==> src/rtl/irq_entry_pkg.sv <==
package irq_entry_pkg;
  typedef struct packed {
    logic enter;
    logic leave;
    logic spWrite;
    logic save;
  } irqStrobe_t;
endpackage

==> src/rtl/irq_entry_ctrl.sv <==
module irq_entry_ctrl
  import irq_entry_pkg::*;
#(
  parameter int NUM_SRC  = 6,
  parameter int DATA_W   = 8,
  parameter int ADDR_W   = 8,
  parameter int REQ_ADDR = 8'hC8,
  parameter int STK_ADDR = 8'hDF,
  localparam int IDX_W   = $clog2(NUM_SRC + 1)
) (
  input  logic               clk,
  input  logic               rstN,
  input  logic               regWrEn,
  input  logic [ADDR_W-1:0]  regAddr,
  input  logic [DATA_W-1:0]  regWrData,
  input  logic [NUM_SRC-1:0] reqIn,
  input  logic               retiEn,
  input  logic               pushEn,
  output irqStrobe_t         strobe,
  output logic               gie,
  output logic [NUM_SRC-1:0] flags,
  output logic [IDX_W-1:0]   irqIndex
);
  logic [NUM_SRC-1:0] reqPrev, rise, keepMask;
  logic [IDX_W-1:0]   firstIdx;
  logic               wrReq, wrStk;

  assign wrReq    = regWrEn && (regAddr == ADDR_W'(REQ_ADDR));
  assign wrStk    = regWrEn && (regAddr == ADDR_W'(STK_ADDR));
  assign rise     = reqIn & ~reqPrev;
  assign keepMask = wrReq ? regWrData[NUM_SRC:1] : '1;

  // lowest-numbered pending flag wins the index
  always_comb begin
    firstIdx = '0;
    for (int i = NUM_SRC - 1; i >= 0; i--)
      if (flags[i]) firstIdx = IDX_W'(i + 1);
  end

  always_comb begin
    strobe.leave   = retiEn;
    strobe.enter   = gie && (|flags) && !retiEn;
    strobe.spWrite = wrStk;
    strobe.save    = pushEn;
  end

  always_ff @(posedge clk or negedge rstN) begin
    if (!rstN) begin
      reqPrev  <= '0;
      flags    <= '0;
      gie      <= 1'b0;
      irqIndex <= '0;
    end else begin
      reqPrev <= reqIn;
      flags   <= (flags & keepMask) | rise;
      if (strobe.enter)      gie <= 1'b0;
      else if (strobe.leave) gie <= 1'b1;
      else if (wrStk)        gie <= regWrData[DATA_W-1];
      if (strobe.enter) irqIndex <= firstIdx;
    end
  end
endmodule

==> src/rtl/irq_entry_dp.sv <==
module irq_entry_dp
  import irq_entry_pkg::*;
#(
  parameter int PC_W      = 12,
  parameter int SP_W      = 3,
  parameter int DATA_W    = 8,
  parameter int VECTOR    = 8,
  parameter int KEEP_MASK = 8'hC0,
  localparam int DEPTH    = 1 << SP_W
) (
  input  logic              clk,
  input  logic              rstN,
  input  irqStrobe_t        strobe,
  input  logic [SP_W-1:0]   spWrData,
  input  logic [PC_W-1:0]   nextPc,
  input  logic [DATA_W-1:0] accIn,
  input  logic [DATA_W-1:0] flagIn,
  output logic [SP_W-1:0]   sp,
  output logic              pcLoad,
  output logic [PC_W-1:0]   pcOut,
  output logic [DATA_W-1:0] accOut,
  output logic [DATA_W-1:0] flagOut
);
  localparam logic [DATA_W-1:0] KEEP = DATA_W'(KEEP_MASK);

  logic [PC_W-1:0]   stack [DEPTH];
  logic [SP_W-1:0]   spUp;
  logic [DATA_W-1:0] shAcc, shFlag;

  assign spUp = sp + SP_W'(1);

  always_ff @(posedge clk or negedge rstN) begin
    if (!rstN) sp <= '1;
    else if (strobe.enter)   sp <= sp - SP_W'(1);
    else if (strobe.leave)   sp <= spUp;
    else if (strobe.spWrite) sp <= spWrData;
  end

  always_ff @(posedge clk) begin
    if (strobe.enter) stack[sp] <= nextPc;
  end

  always_ff @(posedge clk or negedge rstN) begin
    if (!rstN) begin
      pcLoad <= 1'b0;
      pcOut  <= '0;
    end else begin
      pcLoad <= strobe.enter | strobe.leave;
      if (strobe.enter)      pcOut <= PC_W'(VECTOR);
      else if (strobe.leave) pcOut <= stack[spUp];
    end
  end

  always_ff @(posedge clk or negedge rstN) begin
    if (!rstN) begin
      shAcc  <= '0;
      shFlag <= '0;
    end else if (strobe.save) begin
      shAcc  <= accIn;
      shFlag <= flagIn;
    end
  end

  assign accOut  = shAcc;
  assign flagOut = (shFlag & ~KEEP) | (flagIn & KEEP);
endmodule

==> src/rtl/irq_entry.sv <==
module irq_entry
  import irq_entry_pkg::*;
#(
  parameter int NUM_SRC   = 6,
  parameter int DATA_W    = 8,
  parameter int ADDR_W    = 8,
  parameter int PC_W      = 12,
  parameter int SP_W      = 3,
  parameter int VECTOR    = 8,
  parameter int KEEP_MASK = 8'hC0,
  parameter int REQ_ADDR  = 8'hC8,
  parameter int STK_ADDR  = 8'hDF,
  localparam int IDX_W    = $clog2(NUM_SRC + 1)
) (
  input  logic               clk,
  input  logic               rstN,
  input  logic               regWrEn,
  input  logic [ADDR_W-1:0]  regAddr,
  input  logic [DATA_W-1:0]  regWrData,
  output logic [DATA_W-1:0]  regRdData,
  input  logic [NUM_SRC-1:0] reqIn,
  input  logic               retiEn,
  input  logic [PC_W-1:0]    nextPc,
  output logic               pcLoad,
  output logic [PC_W-1:0]    pcOut,
  output logic [IDX_W-1:0]   irqIndex,
  input  logic               pushEn,
  input  logic               popEn,
  input  logic [DATA_W-1:0]  accIn,
  input  logic [DATA_W-1:0]  flagIn,
  output logic [DATA_W-1:0]  accOut,
  output logic [DATA_W-1:0]  flagOut
);
  irqStrobe_t         strobe;
  logic               gie;
  logic [SP_W-1:0]    sp;
  logic [NUM_SRC-1:0] flags;

  irq_entry_ctrl #(
    .NUM_SRC(NUM_SRC), .DATA_W(DATA_W), .ADDR_W(ADDR_W),
    .REQ_ADDR(REQ_ADDR), .STK_ADDR(STK_ADDR)
  ) u_ctrl (
    .clk(clk), .rstN(rstN), .regWrEn(regWrEn), .regAddr(regAddr),
    .regWrData(regWrData), .reqIn(reqIn), .retiEn(retiEn), .pushEn(pushEn),
    .strobe(strobe), .gie(gie), .flags(flags), .irqIndex(irqIndex)
  );

  irq_entry_dp #(
    .PC_W(PC_W), .SP_W(SP_W), .DATA_W(DATA_W),
    .VECTOR(VECTOR), .KEEP_MASK(KEEP_MASK)
  ) u_dp (
    .clk(clk), .rstN(rstN), .strobe(strobe), .spWrData(regWrData[SP_W-1:0]),
    .nextPc(nextPc), .accIn(accIn), .flagIn(flagIn), .sp(sp),
    .pcLoad(pcLoad), .pcOut(pcOut), .accOut(accOut), .flagOut(flagOut)
  );

  always_comb begin
    if (regAddr == ADDR_W'(STK_ADDR))
      regRdData = {gie, {(DATA_W-1-SP_W){1'b0}}, sp};
    else if (regAddr == ADDR_W'(REQ_ADDR))
      regRdData = DATA_W'({flags, 1'b0});
    else
      regRdData = '0;
  end

  logic unusedPop;
  assign unusedPop = popEn;
endmodule

==> config.mk <==
export PLATFORM = sky130hd
export DESIGN_NAME = irq_entry
export DESIGN_NICKNAME = d
export VERILOG_FILES = /design/src/rtl/irq_entry_pkg.sv /design/src/rtl/irq_entry_ctrl.sv /design/src/rtl/irq_entry_dp.sv /design/src/rtl/irq_entry.sv
export SDC_FILE = /design/constraint.sdc
export NUM_CORES = 1
export LEC_CHECK = 0
export ABC_AREA = 1
export BUFFER_PORTS_ARGS = -buffer_cell sky130_fd_sc_hd__buf_2
export CORE_MARGIN = 4
export CORE_UTILIZATION = 60
export DETAILED_ROUTE_END_ITERATION = 16
export PLACE_DENSITY_LB_ADDON = 0.05
export SYNTH_ARGS = -nofsm -noshare
export SYNTH_HDL_FRONTEND = slang
export SYNTH_SLANG_ARGS = --single-unit
==> constraint.sdc <==
create_clock -name clk -period 3.67 [get_ports clk]
set_input_delay 1.101 -clock clk [delete_from_list [all_inputs] [get_ports clk]]
set_output_delay 1.101 -clock clk [all_outputs]
set_load 0.03 [all_outputs]
======== After elaboration in Yosys (flattened, before gate mapping) ========
Memories as Yosys holds them, arrays and structs flattened.
Index checks and enable logic that the tools add are counted.
storage, ports and cells
  word-level logic and storage cells ...... 47
  ROM bits ................................ 0
  bits in latches ......................... 0
  bits of input ports ..................... 56
  bits in registers ....................... 46
  output and inout port bits .............. 40
  memories ................................ 1
  memory bits (writable) .................. 96
operators by class
  divide/modulo/power cells ............... 0
  multiplexer cells ....................... 19
  equal/unequal tests ..................... 2
  $lt $le $gt $ge ......................... 0
  $mul .................................... 0
  bitwise operators ....................... 6
  shifts and indexed selects .............. 0
  add/subtract/negate cells ............... 2
  reductions and logical operators ........ 8
memories
  name        depth  width  read ports  clocked after Yosys merged registers in  wr ports  line                text
  u_dp.stack  8      12     1           0                                        1         irq_entry_dp.sv:26  logic [PC_W-1:0] stack [DEPTH];
operators by type and width
  kind                   count
  $mux W3                9
  $mux W12               2
  $eq A8 B8 Y1 const B   2
  $and A6 B6 Y6          2
  $mux W8                1
  $or A6 B8 Y8           1
  $mux W7                1
  $mux W6                1
  $not A6 Y6             1
  $or A6 B6 Y6           1
  $reduce_or A6 Y1       1
  $mux W1                5
  $logic_and A1 B1 Y1    4
  $add A3 B1 Y3 const B  1
  $reduce_bool A3 Y1     1
  $sub A3 B1 Y3 const B  1
  $reduce_bool A2 Y1     1
  $logic_not A1 Y1       1
  $or A1 B1 Y1           1

======== Longest topological paths before layout ========
  depth in word-level cells ............... 6
  mapped depth ............................ 10
  mapped depth without buffers ............ 9

======== Modules after synthesis ========
A second synthesis with hierarchy kept.
unflattened totals
  cells, all modules ...................... 593
  area total of the unflattened synthesis .. 6132.1 um2
by module, submodules not included
  module          cells an instance  area each (um2)  sequential area each (um2)  instances
  irq_entry_dp    458                5190.0           3637.2                      1
  irq_entry_ctrl  95                 769.5            400.4                       1
  irq_entry       40                 172.7            0.0                         1

======== Worst setup path before layout ========
Ideal clock, no wire load.
  path type ............................... input-to-output
  from .................................... input port regAddr[0]
  to ...................................... output port regRdData[1]
  path buffers ............................ 0
  required time ........................... 2.569 ns
  arrival ................................. 2.126 ns
  stages .................................. 4
  setup slack ............................. 0.443 ns
  cell sequence ........................... nor2_1 nor3b_4 nand2_1 o22ai_1
on the way
  word-level cells in the longest chain between the ends .. 3
  elaborated cells on any way between the ends .. 4
  classes of those cells .................. eq/ne: 2; mux: 2
ends and longest elaborated chain
  element          line             text
  start, declared  irq_entry.sv:18  input logic [ADDR_W-1:0] regAddr,
  $eq A8 B8 Y1     irq_entry.sv:60  else if (regAddr == ADDR_W'(REQ_ADDR))
  $mux W7          irq_entry.sv:60
  $mux W8 (*)      irq_entry.sv:58  if (regAddr == ADDR_W'(STK_ADDR))
  end, declared    irq_entry.sv:20  output logic [DATA_W-1:0] regRdData,
Every way passes the cells marked *; elsewhere a longest branch is shown, timed or not.

======== Worst setup path in the final report ========
  from .................................... input port regAddr[0]
  to ...................................... output port regRdData[2]
Same word-level chain as after synthesis.

==> results.toml <==
[status]
status = "complete, no violations"

[timing]
hold_viol = 0
tightest_slew_ns = 1.055
finalCritPeriodShare_pct = 90.47
finalSetupViolations = 0
fmax_mhz = 301.2
hold_slack_ns = 0.4762
slew_headroom_pct = 29.66
fin_tns_setup_ns = 0
rsz0062_at_grt = "false"
min_period_ns = 3.320
skew_ns = 0.01195
drv_slew = 0

[global_route]
grtUsageTotal_pct = 22.94
grt_max_degree = 51
grt_pass1_vias = 3946
antenna_found_initial = 1
grt_overflow = 0
grt_pass1_wl_um = 19640

[min_path]
min_to = "u_dp.pcOut[8]"
whs_path_depth = 2
hold_path_startpoint = "u_dp.pcOut[8]"
worstHoldPathType = "reg -> reg"

[cells_and_area]
design_area_um2 = 7023
final_nets = 673
antenna_cells = 0
fillers = 660
ff_latch_area_um2 = 4038
utilization_pct = 74.59
multi_input_area_um2 = 1570
drive_above_1_share_pct = 28.50
area.growth.synth_to_final_pct = 19.30
mostFrequentLayoutCell = "nand2_1"
final_cell_mix = "157 x nand2_1, 96 x edfxtp_1, 90 x buf_2, 79 x nand3_1, 43 x dfrtp_1"

[synth]
synthMuxAreaShare_pct = 2.678
synth_adder_area_share_pct = 0.4251
synthArstFlopShare_pct = 32.39
synth_area_um2 = 5887
synth_top_family_by_area = "simple AND/OR/NAND/NOR gates"
synth_edf_count = 96
ys.flop_type = "edfxtp_1"
ys_ff_latch = 142
synth_xor_xnor_area_share_pct = 0
syn_inst = 515
syn-num-nets = 573
synth-compound-area-share_pct = 1.700
synth_warnings = 0
postSynthAreaPerCell_um2 = 11.43
ys_types = 32
synth-simple-area-share_pct = 21.87
ys_seq_area_share_pct = 68.59

[setup_path]
r2r_start = "u_dp.sp[0]"
crit_chain = "buf_2, nor2_1, nor3b_4, nand2_1, o22ai_1, buf_2"
cp.arrival_ns = 2.22
required_ns = 2.57
worst_r2r_endpoint = "u_dp.pcOut[3]"
path_max_fanout = 7
r2r_slack_ns = 1.20
critPathTopFamily = "simple AND/OR/NAND/NOR gates"
max_stage_delay_ns = 0.30
reg2reg_depth = 7
slowest_stage = "nor3b_4"
cp_common_cell = "buf_2"
path_class = "in -> out"
endpoint_kind = "primary output"
start_kind = "primary input"
crit_buf_inv = 2

[cts]
clk_pin_slew_ns = 0.06
htree_levels = 4
clock_latency_ns = 0.52
root_buffer = "clkbuf_8"
cts_tree = "built"
postCtsSetupBuffers = 0
cts_buffers = 17
ctsLongestPathBuffers = 2
clkSinkCount = 142
cts_resized = 0
ctsHoldBuffers = 0

[power_and_ir_drop]
ir_drop_mv = 0.4375
power.density_nw_per_um2 = 748.2
leakage_nw = 3.073

[drt]
viasPerCell = 5.322
drc_errors = 0
routedWlPerCell_um = 16.16
wl_um = 12240
dr.first_iter.drc_count = 258
vias = 4029
ant_nets = 0
dr.pass1.iters = 5

[die]
ios = 96
core_um2 = 9415
start_util_pct = 62.52
fp.dieW_um = 107.1
dieArea_um2 = 11460
die_h_um = 107.1
rows = 35

[placed_design]
detailed_place_hpwl_um = 7410
placed_area_um2 = 6452
gp_congestion = 0.8024
numPortBuffers = 90

[run]
drv_cap = 0
[metrics by stage]
step / worst slack (ns) / power [mW] / std cells
after floorplan: 0.4431 / 3.248 / 515
after global placement: 0.4380 / 3.637 / 725
final: 0.3499 / 5.255 / 757
after detailed placement: 0.3682 / 3.672 / 725
after global routing: 0.2747 / 5.551 / 757
after CTS: 0.3616 / 5.291 / 757
[tightest hold or removal path, stage by stage, from the launching register on]
cell and delay [ns]:
dfrtp_1 0.34, nand2_1 0.05, nand3_1 0.05
[metal layers]
layer / vias up / global-route usage [%] / wire, um
met5: - / 0 / 12
met4: 2 / 9.406 / 252
met3: 25 / 5.960 / 935
met2: 159 / 37.67 / 5881
met1: 1886 / 29.14 / 5153
li1: 1957 / - / -
[worst max-delay path by stage]
stage	from	end	slack [ns]	cells past startpoint
2_1_floorplan	regAddr[0]	regRdData[1]	0.44	4
3_3_place_gp	regAddr[0]	regRdData[1]	0.44	6
3_5_place_dp	regAddr[0]	regRdData[2]	0.37	6
4_1_cts	regAddr[0]	regRdData[2]	0.36	6
5_1_grt	regAddr[0]	regRdData[2]	0.27	6
6_report	regAddr[0]	regRdData[2]	0.35	6
[where the power goes]
part           switching (mW)  total [mW]  internal, mW  leakage, nW
clock network           0.670        1.61         0.943        0.285
registers              0.0866        2.02          1.93         1.39
logic                    1.15        1.63         0.476         1.39
total                    1.91        5.25          3.35         3.07
[state kept, by name, summed over array words and instances, names as in the netlist]
name and flops:
u_dp.accOut 8, u_dp.stack 96, u_ctrl.flags 6, u_dp.pcLoad 1, u_ctrl.reqPrev 6, u_ctrl.irqIndex 3, u_dp.pcOut 12, u_dp.sp 3
u_dp.shFlag 6, u_ctrl.gie 1
[kinds of logic (layout without fill, tap and decap cells)]
family / after synthesis / count (layout)
simple gates: 285 / 285
compound gates: 16 / 16
flops: 142 / 142
mux: 14 / 14
buf+inv: 56 / 169
fa+ha+maj: 2 / 2
[cell type report]
cell class / instances / share of cell area (%)
Tap cell: 129 / 2.298
Sequential cell: 142 / 57.49
Multi-Input combinational cell: 317 / 22.36
Clock inverter: 11 / 1.283
Inverter: 33 / 1.817
Timing Repair Buffer: 104 / 7.910
Clock buffer: 21 / 6.841
[cell usage after synthesis (2+ instances only)]
cell	instances	share of area (%)
nand3_1	79	6.7
clkbuf_1	2	0.13
buf_4	7	0.89
buf_2	12	1.0
dfstp_2	3	1.3
a21oi_1	3	0.25
inv_1	27	1.7
a21oi_2	2	0.30
inv_2	4	0.25
nor2_1	21	1.3
dfrtp_1	43	18
nor2_2	4	0.43
ha_1	2	0.43
o211ai_1	3	0.38
nand2_1	157	10
mux2_2	14	2.7
nand3_2	6	1.0
o22ai_1	2	0.21
nand2_2	3	0.32
edfxtp_1	96	49
o21ai_0	5	0.43
nand2_4	2	0.38
nand4_1	9	0.96
Note: power is estimated with default switching activity, not from simulation.
